`config.mk`:
```
export PLATFORM = sky130hd
export DESIGN_NAME = dispatch_stage
export DESIGN_NICKNAME = d
export VERILOG_FILES = /design/src/rtl/dsp_pkg.sv /design/src/rtl/dsp_group_builder.sv /design/src/rtl/dsp_stats.sv /design/src/rtl/dispatch_stage.sv
export SDC_FILE = /design/constraint.sdc
export NUM_CORES = 1
export LEC_CHECK = 0
export BUFFER_PORTS_ARGS = -buffer_cell sky130_fd_sc_hd__buf_2
export CAP_MARGIN = 10
export CELL_PAD_IN_SITES_DETAIL_PLACEMENT = 0
export CELL_PAD_IN_SITES_GLOBAL_PLACEMENT = 1
export CORE_ASPECT_RATIO = 0.7
export CORE_UTILIZATION = 46
export DETAILED_ROUTE_END_ITERATION = 7
export PLACE_DENSITY_LB_ADDON = 0.1
export SKIP_LAST_GASP = 1
export SLEW_MARGIN = 20
export SYNTH_ARGS = -nofsm -noshare
export SYNTH_HDL_FRONTEND = slang
export SYNTH_SLANG_ARGS = --single-unit
```
`constraint.sdc`:
```
create_clock -name clk -period 33.3 [get_ports clk]
set_clock_uncertainty 0.15 [all_clocks]
set_input_delay 4.995 -clock clk [delete_from_list [all_inputs] [get_ports clk]]
set_output_delay 4.995 -clock clk [all_outputs]
set_load 0.02 [all_outputs]
```
`src/rtl/dsp_pkg.sv`:
```
package dsp_pkg;

    typedef enum logic [3:0] {
        BLK_NONE,
        BLK_EMPTY,
        BLK_WIDTH,
        BLK_GROUP,
        BLK_ROB,
        BLK_REG,
        BLK_SCHED,
        BLK_LQ,
        BLK_SQ
    } blk_e;

    localparam int STALL_KINDS = 6;
    localparam int ST_REG      = 0;
    localparam int ST_ROB      = 1;
    localparam int ST_SCHED    = 2;
    localparam int ST_LQ       = 3;
    localparam int ST_SQ       = 4;
    localparam int ST_GROUP    = 5;

    // Maps a blocking reason to its counter slot, -1 when no stall is counted.
    function automatic int stall_slot(blk_e b);
        case (b)
            BLK_REG:   return ST_REG;
            BLK_ROB:   return ST_ROB;
            BLK_SCHED: return ST_SCHED;
            BLK_LQ:    return ST_LQ;
            BLK_SQ:    return ST_SQ;
            BLK_GROUP: return ST_GROUP;
            default:   return -1;
        endcase
    endfunction

endpackage

```
`src/rtl/dsp_group_builder.sv`:
```
module dsp_group_builder #(
    parameter int W              = 4,
    parameter int UOP_W          = 2,
    parameter int DEST_W         = 2,
    parameter int SW             = 1,
    parameter int NUM_SCHED      = 2,
    parameter int CREDIT_W       = 6,
    parameter bit RENAME_LIMITED = 1'b1,
    parameter int GW             = 3
) (
    input  logic [W-1:0]                  in_valid,
    input  logic [W*UOP_W-1:0]            in_uops,
    input  logic [W*DEST_W-1:0]           in_dests,
    input  logic [W*SW-1:0]               in_sched,
    input  logic [W-1:0]                  in_is_load,
    input  logic [W-1:0]                  in_is_store,
    input  logic [W-1:0]                  in_solo,
    input  logic [CREDIT_W-1:0]           rob_free,
    input  logic [CREDIT_W-1:0]           prf_free,
    input  logic [NUM_SCHED*CREDIT_W-1:0] sched_free,
    input  logic [CREDIT_W-1:0]           lq_free,
    input  logic [CREDIT_W-1:0]           sq_free,
    output logic [W-1:0]                  accept,
    output dsp_pkg::blk_e                 first_blk,
    output logic [GW-1:0]                 grp_uops
);
    import dsp_pkg::*;

    localparam int AW = CREDIT_W + 2;

    // Per-slot fields, widened to the accumulator width.
    logic [AW-1:0] slot_u [W];
    logic [AW-1:0] slot_d [W];
    int            slot_s [W];

    for (genvar g = 0; g < W; g++) begin : g_unpack
        assign slot_u[g] = AW'(in_uops[g*UOP_W +: UOP_W]);
        assign slot_d[g] = AW'(in_dests[g*DEST_W +: DEST_W]);
        assign slot_s[g] = int'(in_sched[g*SW +: SW]);
    end

    always_comb begin : build
        logic [AW-1:0] g_u, rob_u, prf_u, lq_u, sq_u;
        logic [AW-1:0] sch_u [NUM_SCHED];
        logic          stop, solo_in, sch_bad;
        blk_e          c;

        g_u       = '0;
        rob_u     = '0;
        prf_u     = '0;
        lq_u      = '0;
        sq_u      = '0;
        stop      = 1'b0;
        solo_in   = 1'b0;
        accept    = '0;
        first_blk = BLK_NONE;
        for (int k = 0; k < NUM_SCHED; k++) sch_u[k] = '0;

        for (int i = 0; i < W; i++) begin
            sch_bad = 1'b1;
            for (int k = 0; k < NUM_SCHED; k++) begin
                if (slot_s[i] == k)
                    sch_bad = (sch_u[k] + slot_u[i]) > AW'(sched_free[k*CREDIT_W +: CREDIT_W]);
            end

            // Fixed check order: the first failing check names the stall.
            if (!in_valid[i])
                c = BLK_EMPTY;
            else if ((g_u + slot_u[i]) > AW'(W))
                c = BLK_WIDTH;
            else if (solo_in || (in_solo[i] && i != 0))
                c = BLK_GROUP;
            else if ((rob_u + slot_u[i]) > AW'(rob_free))
                c = BLK_ROB;
            else if (RENAME_LIMITED && ((prf_u + slot_d[i]) > AW'(prf_free)))
                c = BLK_REG;
            else if (sch_bad)
                c = BLK_SCHED;
            else if (in_is_load[i] && ((lq_u + AW'(1)) > AW'(lq_free)))
                c = BLK_LQ;
            else if (in_is_store[i] && ((sq_u + AW'(1)) > AW'(sq_free)))
                c = BLK_SQ;
            else
                c = BLK_NONE;

            if (!stop) begin
                if (c == BLK_NONE) begin
                    accept[i] = 1'b1;
                    g_u       = g_u + slot_u[i];
                    rob_u     = rob_u + slot_u[i];
                    prf_u     = prf_u + slot_d[i];
                    if (in_is_load[i])  lq_u = lq_u + AW'(1);
                    if (in_is_store[i]) sq_u = sq_u + AW'(1);
                    for (int k = 0; k < NUM_SCHED; k++) begin
                        if (slot_s[i] == k) sch_u[k] = sch_u[k] + slot_u[i];
                    end
                    solo_in = solo_in | in_solo[i];
                end else begin
                    stop      = 1'b1;
                    first_blk = c;
                end
            end
        end

        grp_uops = GW'(g_u);
    end

endmodule

```
`src/rtl/dsp_stats.sv`:
```
module dsp_stats #(
    parameter int W     = 4,
    parameter int GW    = 3,
    parameter int CNT_W = 16
) (
    input  logic                                 clk,
    input  logic                                 rst_n,
    input  dsp_pkg::blk_e                        first_blk,
    input  logic [GW-1:0]                        grp_uops,
    output logic [dsp_pkg::STALL_KINDS*CNT_W-1:0] stall_cnt,
    output logic [(W+1)*CNT_W-1:0]               hist_cnt
);
    import dsp_pkg::*;

    typedef struct packed {
        logic [STALL_KINDS-1:0][CNT_W-1:0] stall;
        logic [W:0][CNT_W-1:0]             hist;
    } stats_t;

    stats_t st_d, st_q;
    int     slot_idx;

    always_comb begin
        st_d     = st_q;
        slot_idx = stall_slot(first_blk);
        for (int k = 0; k < STALL_KINDS; k++) begin
            if (slot_idx == k) st_d.stall[k] = st_q.stall[k] + CNT_W'(1);
        end
        for (int n = 0; n <= W; n++) begin
            if (int'(grp_uops) == n) st_d.hist[n] = st_q.hist[n] + CNT_W'(1);
        end
    end

    always_ff @(posedge clk or negedge rst_n) begin
        if (!rst_n) st_q <= '0;
        else        st_q <= st_d;
    end

    assign stall_cnt = st_q.stall;
    assign hist_cnt  = st_q.hist;

endmodule

```
`src/rtl/dispatch_stage.sv`:
```
module dispatch_stage #(
    parameter int DISPATCH_W = 4,
    parameter int DEFAULT_W  = 2,
    parameter int NUM_SCHED  = 2,
    parameter int UOP_W      = 2,
    parameter int DEST_W     = 2,
    parameter int CREDIT_W   = 6,
    parameter int CNT_W      = 16,
    parameter int PRF_SIZE   = 64,
    localparam int W  = (DISPATCH_W == 0) ? DEFAULT_W : DISPATCH_W,
    localparam int SW = (NUM_SCHED > 1) ? $clog2(NUM_SCHED) : 1,
    localparam int NC = dsp_pkg::STALL_KINDS
) (
    input  logic                          clk,
    input  logic                          rst_n,
    input  logic [W-1:0]                  in_valid,
    input  logic [W*UOP_W-1:0]            in_uops,
    input  logic [W*DEST_W-1:0]           in_dests,
    input  logic [W*SW-1:0]               in_sched,
    input  logic [W-1:0]                  in_is_load,
    input  logic [W-1:0]                  in_is_store,
    input  logic [W-1:0]                  in_solo,
    input  logic [CREDIT_W-1:0]           rob_free,
    input  logic [CREDIT_W-1:0]           prf_free,
    input  logic [NUM_SCHED*CREDIT_W-1:0] sched_free,
    input  logic [CREDIT_W-1:0]           lq_free,
    input  logic [CREDIT_W-1:0]           sq_free,
    output logic [W-1:0]                  in_accept,
    output logic [NC*CNT_W-1:0]           stall_cnt,
    output logic [(W+1)*CNT_W-1:0]        hist_cnt
);
    localparam int GW             = $clog2(W + 1);
    localparam bit RENAME_LIMITED = (PRF_SIZE != 0);

    dsp_pkg::blk_e first_blk;
    logic [GW-1:0] grp_uops;

    dsp_group_builder #(
        .W(W), .UOP_W(UOP_W), .DEST_W(DEST_W), .SW(SW), .NUM_SCHED(NUM_SCHED),
        .CREDIT_W(CREDIT_W), .RENAME_LIMITED(RENAME_LIMITED), .GW(GW)
    ) u_builder (
        .in_valid(in_valid), .in_uops(in_uops), .in_dests(in_dests),
        .in_sched(in_sched), .in_is_load(in_is_load), .in_is_store(in_is_store),
        .in_solo(in_solo), .rob_free(rob_free), .prf_free(prf_free),
        .sched_free(sched_free), .lq_free(lq_free), .sq_free(sq_free),
        .accept(in_accept), .first_blk(first_blk), .grp_uops(grp_uops)
    );

    dsp_stats #(.W(W), .GW(GW), .CNT_W(CNT_W)) u_stats (
        .clk(clk), .rst_n(rst_n), .first_blk(first_blk), .grp_uops(grp_uops),
        .stall_cnt(stall_cnt), .hist_cnt(hist_cnt)
    );

endmodule

```
## Yosys cells after proc, flatten, opt, wreduce, memory -nomap -nowiden

Index checks and enable logic that the tools add are counted.

- Add/sub/neg operators: 29
- Magnitude comparators: 28
- Eq/ne operators: 15
- Mux-type cells: 103
- Bitwise operators: 2
- Reduce and logical (&&, ||, !) cells: 21

Operators with widths:

| cell | count |
|---|---|
| $mux W8 | 26 |
| $pmux W32 S6 | 1 |
| $add A16 B1 Y16 const B | 11 |
| $logic_not A32 Y1 | 5 |
| $mux W4 | 38 |
| $gt A8 B6 Y1 | 18 |
| $add A8 B2 Y8 | 10 |
| $mux W16 | 5 |
| $eq A32 B3 Y1 const B | 2 |
| $eq A32 B4 Y1 const B | 2 |
| $add A8 B1 Y8 const B | 6 |
| $eq A32 B2 Y1 const B | 1 |
| $mux W1 | 27 |
| $gt A2 B6 Y1 | 4 |
| $gt A8 B3 Y1 const B | 3 |
| $eq A4 B3 Y1 const B | 4 |
| $logic_not A4 Y1 | 4 |
| $gt A1 B6 Y1 const A | 2 |
| $eq A3 B3 Y1 const B | 3 |
| $logic_and A1 B1 Y1 | 8 |
| $mux W2 | 4 |
| $add A2 B2 Y3 | 2 |
| $mux W3 | 2 |
| $eq A4 B2 Y1 const B | 1 |
| 6 further kinds | 9 |

- Flip-flop bits (word level): 176
- Bits of input ports: 74
- Output and inout bits: 180
- Logic and storage cells: 209

## Depth between registers and ports, before layout

- Word-level depth: 56
- Gate-level depth with buffers: 61
- Gate-level depth less buffers: 57

## By module

From an unflattened synthesis, not the netlist that was laid out.

- Cell total of the unflattened synthesis: 1,250
- Area, all modules: 12,130.4 um2

Modules (own cells, without submodules):

| module | instances | cells an instance | area each (um2) | sequential area each (um2) |
|---|---|---|---|---|
| dsp_stats | 1 | 668 | 7,881.3 | 4,404.2 |
| dsp_group_builder | 1 | 582 | 4,249.1 | 0.0 |

## Worst setup path before layout

Ideal clock, no wire load.

- Path kind: input to output
- Start point: in rob_free[1]
- End point: out in_accept[3]
- Arrival: 15,239 ps
- Required time: 28,155 ps
- Path slack: 12,916 ps
- Cell stages on the path: 52
- Buffers on the path: 3
- Path through: inv_1 > ha_1 > nor2b_1 > o211ai_2 > nand3_2 > or3_4 > inv_2 > clkbuf_1 > and3_1 > ha_1 > inv_1 > fa_1 > inv_1 > ha_1 > nand3_1 > and2_1 > a32oi_1 > a22oi_1 > [... 16 more ...] > or3_1 > clkbuf_1 > nor2_1 > nand2_1 > o21ai_0 > ha_1 > inv_1 > fa_1 > inv_1 > ha_1 > nor2b_1 > o21a_1 > o21a_1 > o21ai_0 > a2111oi_0 > nor3_1 > o2111ai_1 > nor2_1

- Longest elaborated chain between the ends: 48
- Elaborated cells on any way between the ends: 133
- Those cells by class: add/sub: 18; order compare: 22; mux: 78; bitwise: 2; reduce/logical: 13

RTL lines:

| what | RTL line | text |
|---|---|---|
| start, declared | dispatch_stage.sv:23 | `input logic [CREDIT_W-1:0] rob_free,` |
| $gt A2 B6 Y1 | dsp_group_builder.sv:73 | `else if ((rob_u + slot_u[i]) > AW'(rob_free))` |
| $mux W4 | dsp_group_builder.sv:73 |  |
| $mux W4 | dsp_group_builder.sv:69 | `else if ((g_u + slot_u[i]) > AW'(W))` |
| $mux W4 | dsp_group_builder.sv:67 | `if (!in_valid[i])` |
| $logic_not A4 Y1 | dsp_group_builder.sv:87 | `if (c == BLK_NONE) begin` |
| $mux W8 | dsp_group_builder.sv:87 |  |
| $add A8 B1 Y8 | dsp_group_builder.sv:81, dsp_group_builder.sv:93 |  |
| $gt A8 B6 Y1 | dsp_group_builder.sv:81 | `else if (in_is_store[i] && ((sq_u + AW'(1)) > AW'(sq_free)))` |
| [... 32 more ...] | -- |  |
| $mux W4 | dsp_group_builder.sv:75 | `else if (RENAME_LIMITED && ((prf_u + slot_d[i]) > AW'(prf_free)))` |
| $mux W4 | dsp_group_builder.sv:73 |  |
| $mux W4 | dsp_group_builder.sv:71 | `else if (solo_in \|\| (in_solo[i] && i != 0))` |
| $mux W4 | dsp_group_builder.sv:69 |  |
| $mux W4 | dsp_group_builder.sv:67 |  |
| $logic_not A4 Y1 | dsp_group_builder.sv:87 |  |
| $mux W1 | dsp_group_builder.sv:87 |  |
| $mux W1 * | dsp_group_builder.sv:86 | `if (!stop) begin` |
| end, declared | dispatch_stage.sv:28 | `output logic [W-1:0] in_accept,` |

Every way passes the cells marked *; elsewhere a longest branch is shown, timed or not.

## Worst setup path in the final report

Same ends and word-level chain as after synthesis.

==> metrics.md <==
| Metric | Value |
|---|---|
| Status | `finished clean` |
| Post-CTS setup buffers | `0` |
| FF-to-FF Start | `u_stats.hist_cnt[3]` |
| Wire length per cell | `about 18 um` |
| Largest net degree at the start of global routing | `67` |
| Avg Inst Size Synth | `between 9 and 10 um^2` |
| Slowest cell on the critical path | `nor3_4` |
| Placement Setup Slack | `10920 ps` |
| Maximum Capacitance Violations | `0` |
| Synth top area cells | `dfrtp_1 35%, ha_1 11%, xor2_1 8.4%, xnor2_1 4.2%, nand2_1 3.6%` |
| Synth cell types | `a little over 80` |
| Row cnt | `50` |
| Max incr delay on CP | `about 610 ps` |
| ANT nets after route | `0` |
| Port Buffers | `253` |
| Final period util | `67.6%` |
| Hold Vio Cnt, Final | `0` |
| Crit end category | `output port` |
| R2R depth | `8` |
| DIE AREA | `between 0.02 and 0.03 mm^2` |
| Drc violations | `0` |
| Core ar. | `0.0268 mm^2` |
| Hold path cells | `1` |
| Initial antenna violation count | `1` |
| Count leader, synth | `dfrtp_1` |
| Final global-route overflow total | `0` |
| Unrepaired setup endpoints after global routing | `false` |
| First-pass GRT wire length | `56200 um` |
| Inst Count DP | `1951` |
| Final Wtd Congestion | `0.871` |
| Vias per cell | `5.55` |
| Synth Cell Area | `between 0.01 and 0.015 mm^2` |
| Final HPWL DP | `27400 um` |
| Lkg Pwr | `7.83 nW` |
| First DRT Iteration DRCs | `843` |
| Critical path startpoint | `rob_free[1]` |
| Post-cts sizing count | `0` |
| Ys Warns | `0` |
| Hold endpoint | `u_stats.stall_cnt[95]` |
| CTS Hold Buffers Added | `0` |
| Maximum VDD drop | `0.0392 mV` |
| Max-slew violation count | `0` |
| Yosys top cell area share | `35.1%` |
| HP Start | `u_stats.stall_cnt[95]` |
| Post-synth top cells | `176 x dfrtp_1, 120 x xor2_1, 119 x nand2_1` |
| Hold Slack | `308 ps` |
| Final min period | `roughly 23000 ps` |
| Antenna Cells | `0` |
| CTS tree | `done` |
| Routed Wire Length | `34900 um` |
| Die height | `140 um` |
| Pwr/cell area | `45.5 mW/mm^2` |
| Most numerous cell on the critical path | `inv_1` |
| Crit path max fanout | `16` |
| Total CTS buffers | `17` |
| Worst R2R Setup Slack | `31210 ps` |
| Post-synthesis register bit count | `176` |
| Tot GR Track Use | `25.7%` |
| Startpoint Class | `input port` |
| Final setup fails | `0` |
| Final net count | `between 1500 and 2000` |
| I/O pin total | `254` |
| Async SR Flop Fraction | `100%` |
| Ys flop type | `dfrtp_1` |
| Post-route worst setup slack | `10780 ps` |
| Area growth syn-to-layout | `18.4%` |
| Initial DRT Pass Iterations | `7` |
| Fmax | `44.4 MHz` |
| Reg clk slew, reported paths | `70 ps` |
| Clk_lat worst skew | `440 ps` |
| Initial Utilization | `a little under half` |
| Mapped Nets | `1556` |
| EDFF count, synth | `0` |
| Reg-to-Reg End | `u_stats.hist_cnt[14]` |
| Crit path kind | `in2out` |
| Total negative slack | `0 ps` |
| Share of cells above drive strength 1 | `21.2%` |
| Slew margin rel. | `33.7%` |
| Number of global-route vias before repair | `10174` |
| Least-Margin Pin Slew | `approximately 990 ps` |
| Clock sinks | `176` |
| Crit path DAT | `17370 ps` |
| Cell taking the most area after synthesis | `dfrtp_1` |
| Max H-tree Level | `4` |
| Vias | `~11000` |
| Sequential element share of the synthesized area | `35.1%` |
| Die extent in x | `199 um` |
| Cell Count, Final, Fillers Out | `roughly 2000` |
| Worst hold path class | `reg2reg` |
| Longest Clk Path Bufs | `2` |
| Worst Path Required | `28150 ps` |
| Root buf cell | `clkbuf_16` |
| Cells after Synth | `1359` |
[how the worst max path moves through the flow]
stage                         to
finish              in_accept[3]
global route        in_accept[3]
CTS                 in_accept[3]
detailed placement  in_accept[3]
global placement    in_accept[3]
floorplan           in_accept[3]
[layout by cell type, fill, tap and decap left out, types with 6 or more instances in the layout]
cell type / n
a21o_1: 7
a21oi_1: 36
a31oi_1: 8
and2_1: 18
and3_1: 38
and4_1: 6
buf_2: 252
buf_4: 11
clkbuf_16: 17
dfrtp_1: 176
fa_1: 12
ha_1: 111
inv_1: 105
mux2_2: 11
mux2i_1: 6
nand2_1: 119
nand3_1: 81
nand3b_1: 7
nand4_1: 45
nor2_1: 68
nor2b_1: 18
nor3_1: 62
nor3_2: 7
nor4_1: 50
o2111ai_1: 9
o21a_1: 22
o21ai_0: 21
xnor2_1: 60
xor2_1: 120
[cell type report]
cell class	instances	area, um^2
Sequential cell	176	4400
Multi-Input combinational cell	1039	7570
Clock buffer	18	439
Inverter	108	410
Timing Repair Buffer	264	1360
Clock inverter	14	204
Fill cell	2522	11900
Tap cell	364	455
[state kept, by name, indices dropped and copies added, names as in the netlist]
| register | cells |
|---|---|
| u_stats.hist_cnt | 80 |
| u_stats.stall_cnt | 96 |
[logic make-up after synthesis]
| logic type | Yosys count | synth area share (%) |
|---|---|---|
| AND/OR/NAND/NOR | 554 | 23.8 |
| XOR/XNOR | 180 | 12.6 |
| flip-flops | 176 | 35.1 |
| AO/OA/AOI/OAI | 163 | 9.33 |
| buffers and inverters | 144 | 4.59 |
| adder cells (fa/ha/maj) | 123 | 13.0 |
| multiplexers | 18 | 1.58 |
| other | 1 | 0.0299 |
[worst max-delay path, delay by kind of cell]
kind,cells,cell delay [ps]
AND/OR/NAND/NOR,18,4410
AO/OA/AOI/OAI,13,3260
adder cells (fa/ha/maj),10,3130
buffers and inverters,12,1410
multiplexers,1,130
[stage by stage]
step | cell area (um^2) | util, % | total power, mW
2_1_floorplan | 12500 | - | 0.385
3_3_place_gp | 14200 | 53.0 | 0.454
3_5_place_dp | 14200 | 53.0 | 0.457
4_1_cts | 14800 | 55.4 | 0.680
5_1_grt | 14800 | 55.4 | 0.715
6_report | 14800 | 55.4 | 0.676
[where the power goes]
part	internal (mW)	switching [mW]	total, mW
Sequential	0.239	0.0360	0.275
Clock	0.129	0.0907	0.220
Combinational	0.0661	0.115	0.181
[layer usage]
layer	wire length [um]	global-route usage, %	vias up
met1	18100	41.4	5278
li1	-	-	5326
met3	2890	6.43	34
met2	13600	33.9	370
met4	353	4.33	2
met5	13	0	-
(Power assumes the default switching activity.)
